`config.mk`:
```
export PLATFORM = sky130hd
export DESIGN_NAME = dram_cell_demo
export DESIGN_NICKNAME = d
export VERILOG_FILES = /design/src/rtl/dram_cell_demo.sv
export SDC_FILE = /design/constraint.sdc
export NUM_CORES = 1
export LEC_CHECK = 0
export BUFFER_PORTS_ARGS = -buffer_cell sky130_fd_sc_hd__clkbuf_2
export CAP_MARGIN = 20
export CORE_MARGIN = 2
export CORE_UTILIZATION = 45
export CTS_CLUSTER_SIZE = 14
export DETAILED_ROUTE_END_ITERATION = 8
export HOLD_SLACK_MARGIN = 0.02
export MAX_ROUTING_LAYER = met4
export PLACE_DENSITY = 0.66
export SLEW_MARGIN = 0
export SYNTH_ARGS = -nofsm -noshare
export SYNTH_HDL_FRONTEND = slang
export SYNTH_SLANG_ARGS = --single-unit
```
`constraint.sdc`:
```
create_clock -name clk -period 1.8 [get_ports clk]
set_clock_uncertainty 0.2 [all_clocks]
set_input_delay 0.09 -clock clk [delete_from_list [all_inputs] [get_ports clk]]
set_output_delay 0.09 -clock clk [all_outputs]
set_load 0.02 [all_outputs]
```
`src/rtl/dram_cell_demo.sv`:
```
module dram_cell_demo #(
  parameter int CNT_W = 8
) (
  input  logic       clk,
  input  logic       rst_n,
  input  logic       step_i,
  input  logic [1:0] op_i,
  output logic       led_wl_o,
  output logic       led_cell_o,
  output logic       led_bl_up_o,
  output logic       led_sa_o,
  output logic       led_bl_lo_o,
  output logic [2:0] phase_o,
  output logic       bit_o
);
  localparam logic [2:0] PH_IDLE  = 3'd0;
  localparam logic [2:0] PH_SHARE = 3'd1;
  localparam logic [2:0] PH_SENSE = 3'd2;
  localparam logic [2:0] PH_WRITE = 3'd3;
  localparam logic [2:0] PH_PRE   = 3'd4;

  localparam logic [1:0] LV_OFF  = 2'd0;
  localparam logic [1:0] LV_HALF = 2'd1;
  localparam logic [1:0] LV_FULL = 2'd2;

  logic [2:0]       phase_q;
  logic             bit_q;
  logic             step_q;
  logic [1:0]       op_q;
  logic [CNT_W-1:0] cnt_q;
  logic [1:0]       lv_wl, lv_cell, lv_up, lv_sa, lv_lo;

  wire adv      = step_i & ~step_q;
  wire is_write = op_q[1] ^ op_q[0];
  wire wval     = op_q[1];
  wire half     = cnt_q[CNT_W-1];

  function automatic logic [1:0] lv_of(input logic b);
    return b ? LV_FULL : LV_OFF;
  endfunction

  function automatic logic drive(input logic [1:0] lv, input logic h);
    return (lv == LV_FULL) | ((lv == LV_HALF) & h);
  endfunction

  always_comb begin
    lv_wl   = LV_OFF;
    lv_sa   = LV_OFF;
    lv_cell = lv_of(bit_q);
    lv_up   = LV_HALF;
    lv_lo   = LV_HALF;
    case (phase_q)
      PH_SHARE: begin
        lv_wl   = LV_FULL;
        lv_cell = LV_HALF;
      end
      PH_SENSE: begin
        lv_wl   = LV_FULL;
        lv_sa   = LV_FULL;
        lv_cell = lv_of(bit_q);
        lv_up   = lv_of(bit_q);
        lv_lo   = lv_of(~bit_q);
      end
      PH_WRITE: begin
        lv_wl   = LV_FULL;
        lv_sa   = LV_FULL;
        lv_cell = lv_of(wval);
        lv_up   = lv_of(wval);
        lv_lo   = lv_of(~wval);
      end
      default: ;
    endcase
  end

  always_ff @(posedge clk or negedge rst_n) begin
    if (!rst_n) begin
      phase_q     <= PH_IDLE;
      bit_q       <= 1'b0;
      step_q      <= 1'b0;
      op_q        <= 2'd0;
      cnt_q       <= '0;
      led_wl_o    <= 1'b0;
      led_cell_o  <= 1'b0;
      led_bl_up_o <= 1'b0;
      led_sa_o    <= 1'b0;
      led_bl_lo_o <= 1'b0;
    end else begin
      cnt_q  <= cnt_q + 1'b1;
      step_q <= step_i;
      if (adv) begin
        case (phase_q)
          PH_IDLE: begin
            phase_q <= PH_SHARE;
            op_q    <= op_i;
          end
          PH_SHARE: phase_q <= PH_SENSE;
          PH_SENSE: phase_q <= is_write ? PH_WRITE : PH_PRE;
          PH_WRITE: begin
            phase_q <= PH_PRE;
            bit_q   <= wval;
          end
          default:  phase_q <= PH_IDLE;
        endcase
      end
      led_wl_o    <= drive(lv_wl, half);
      led_cell_o  <= drive(lv_cell, half);
      led_bl_up_o <= drive(lv_up, half);
      led_sa_o    <= drive(lv_sa, half);
      led_bl_lo_o <= drive(lv_lo, half);
    end
  end

  assign phase_o = phase_q;
  assign bit_o   = bit_q;
endmodule

```
==> impl_metrics.ini <==
[worst_setup_path]
path_buf_inv = 0
ff2ff_setup_slack_ps = 140
crit_chain = or4_4, mux2_4
cp_max_fo = 8
critPathTopFamily = simple AND/OR/NAND/NOR gates
arrival_ps = 1640
worstSetupPathType = flop to flop
reg2reg_depth = 2
cp.required_ps = 1780
endpoint_kind = flop
cpMaxStageDelayCell = or4_4
r2r-end = op_q[1]$_DFFE_PN0P_
endpoint = op_q[1]$_DFFE_PN0P_
rr_startpoint = phase_o[1]$_DFFE_PN0P_
slowest_delay_ps = 560
cp-start-kind = flop
crit_start = phase_o[1]$_DFFE_PN0P_
cp.depth = 2

[placed_design]
dp.final_hpwl_um = 909
io_buffers = 13
place_area_um2 = 933
routabilityCongestion = 0.799
dpl_worst_slack_ps = 161

[clock_network]
cts_max_level = 1
clockBufferDepth = 2
cts-root-buf = clkbuf_4
clk-insertion-delay-late_ps = 290
cts_resized = 0
cts_buffers = 3
clkTransAtPathRegs_ps = 110
cts_tree = done
clock-sinks = 20

[global_routing]
grtUsageMet2 = 0.175
gr-usage-all-layers = 0.162
grt_max_degree = 21
grt_overflow = 0
groute.layer.met1.usage = 0.251
grtUsageMet3 = 0.0462
antenna_found_initial = 0
grt_busiest_layer = met1
grt_pass1_vias = 474
grt_pass1_wl_um = 2260

[logic_synthesis]
synth-adder-area-share = 0.0151
async_flop_share = 1.00
synth_mux_area_frac = 0.0738
synth_top_family_by_area = simple AND/OR/NAND/NOR gates
synth_seq_cells = 20
yosysWarnings = 0
yosysSeqAreaShare = 0.602
synth_commonest_cells = dfrtp_1 (20), nand2_1 (5), xnor2_1 (5)
synthTopCellsByArea = dfrtp_1 (60%), xnor2_1 (5.3%), mux2_4 (3.6%)
yosys.area_share.xor_xnor = 0.0738
synth-edff-count = 0
synth_largest_area_cell = dfrtp_1
ys.flop_type = dfrtp_1
syn_avg_cell_area_um2 = 12.8
yosysMostFrequentCell = dfrtp_1
synthCells = 65
syn_area_um2 = 831
synth_compound_area_frac = 0.0663
synth_nets = 71
synth_top_cell_area_share = 0.602
ys_types = 26
yosys.area_share.simple = 0.140

[drt]
wire_per_inst_um = 11.7
ant_nets = 0
wl_um = 1300
vias_per_cell = 4.72
drtIter0Drc = 10
drc = 0
vias = 524
first_pass_iters = 4

[sta]
setup_slack_ps = 143
fmax_mhz = 603
slew_headroom = 0.674
holdWs_ps = 74.4
hold_viol_final = 0
rsz0062_at_grt = false
fin_tns_setup_ps = 0
setup_viol = 0
worst_slew_pin_slew_ps = 488
maxSlewViolCount = 0
finalWorstPathRequiredPeriod_ps = 1660
fin_crit_sh = 0.921

[power]
p_leak_uw = 0.000477
vdd_drop_max_mv = 0.861
p_per_area_nw_per_um2 = 1450

[hold_path]
min_path_type = input pin to asynchronous set/reset pin

[layout]
drive_gt1_frac = 0.291
largest_reg_flops = 8
utilization = 0.577
num_antenna_cells = 0
fin_nets = 94
area_growth_pct = 19.9
design_area_um2 = 996
regMostFlops = cnt_q

[floorplanning]
coreArea_um2 = 1730
die-area_um2 = 2210
initial_core_util = 0.481
die_h_um = 47.0
row_count = 15
die_w_um = 47.0
io_pins = 14

[outcome]
status = finished, final reports clean

[run]
drv_cap = 0
==> power by group <==
| part | switching (uW) | leakage (uW) | internal (uW) |
|---|---|---|---|
| registers | 82.3 | 0.000246 | 565 |
| clock network | 128 | 0.0000138 | 77.9 |
| logic | 323 | 0.000217 | 269 |
==> layout make-up <==
cell class,count,area (um2)
Multi-Input combinational cell,41,307
Clock buffer,3,22.5
Fill cell,154,731
Timing Repair Buffer,20,128
Inverter,2,7.51
Tap cell,25,31.3
Sequential cell,20,500
==> worst min-delay path by stage <==
| stage | endpoint |
|---|---|
| global route | cnt_q[4]$_DFF_PN0_ |
| CTS | led_cell_o$_DFF_PN0_ |
| floorplan | bit_o$_DFFE_PN0P_ |
| detailed placement | cnt_q[5]$_DFF_PN0_ |
| global placement | cnt_q[5]$_DFF_PN0_ |
| finish | cnt_q[4]$_DFF_PN0_ |
==> through the flow <==
stage,cells,total power (uW)
floorplan,65,1060
global placement,104,1230
detailed placement,104,1240
CTS,111,1450
global route,111,1560
finish,111,1440
==> per-layer routing <==
metal | vias to the layer above | part of all wire
met3 | 2 | 0.037
li1 | 265 | -
met5 | - | 0
met2 | 13 | 0.41
met4 | 0 | 0.012
met1 | 244 | 0.54
==> cells in the final DEF (no fill, tap or decap) <==
master         netlist  final
or4_4                1      1
a2111oi_0            1      1
buf_4                0      3
nand4b_1             1      1
dfrtp_1             20     20
mux2_2               1      1
o21a_1               1      1
nor2_1               4      4
nand2b_4             1      1
or2b_1               1      1
mux2_4               2      2
inv_1                2      2
a221o_1              1      1
clkbuf_2             1     13
nand2_1              5      5
nor4b_1              1      1
and3_1               1      1
mux2i_1              2      2
a21o_2               1      1
o21ai_0              4      4
ha_1                 1      1
dlygate4sd3_1        0      4
nor3_1               1      1
nor2b_1              1      1
clkbuf_4             0      3
xor2_1               2      2
xnor2_1              5      5
nand3_1              3      3
==> what timing repair did <==
action                                 in CTS  in global routing
hold buffers                                4                  0
setup buffers                               0                  0
endpoints found under the hold margin      27                  0
==> cell families (layout without fill, tap and decap cells) <==
logic type      Yosys count  after routing
compound gates            8              8
buf+inv                   4             25
simple gates             20             20
xor+xnor                  7              7
mux                       5              5
fa+ha+maj                 1              1
flops                    20             20
(Power assumes the default switching activity.)
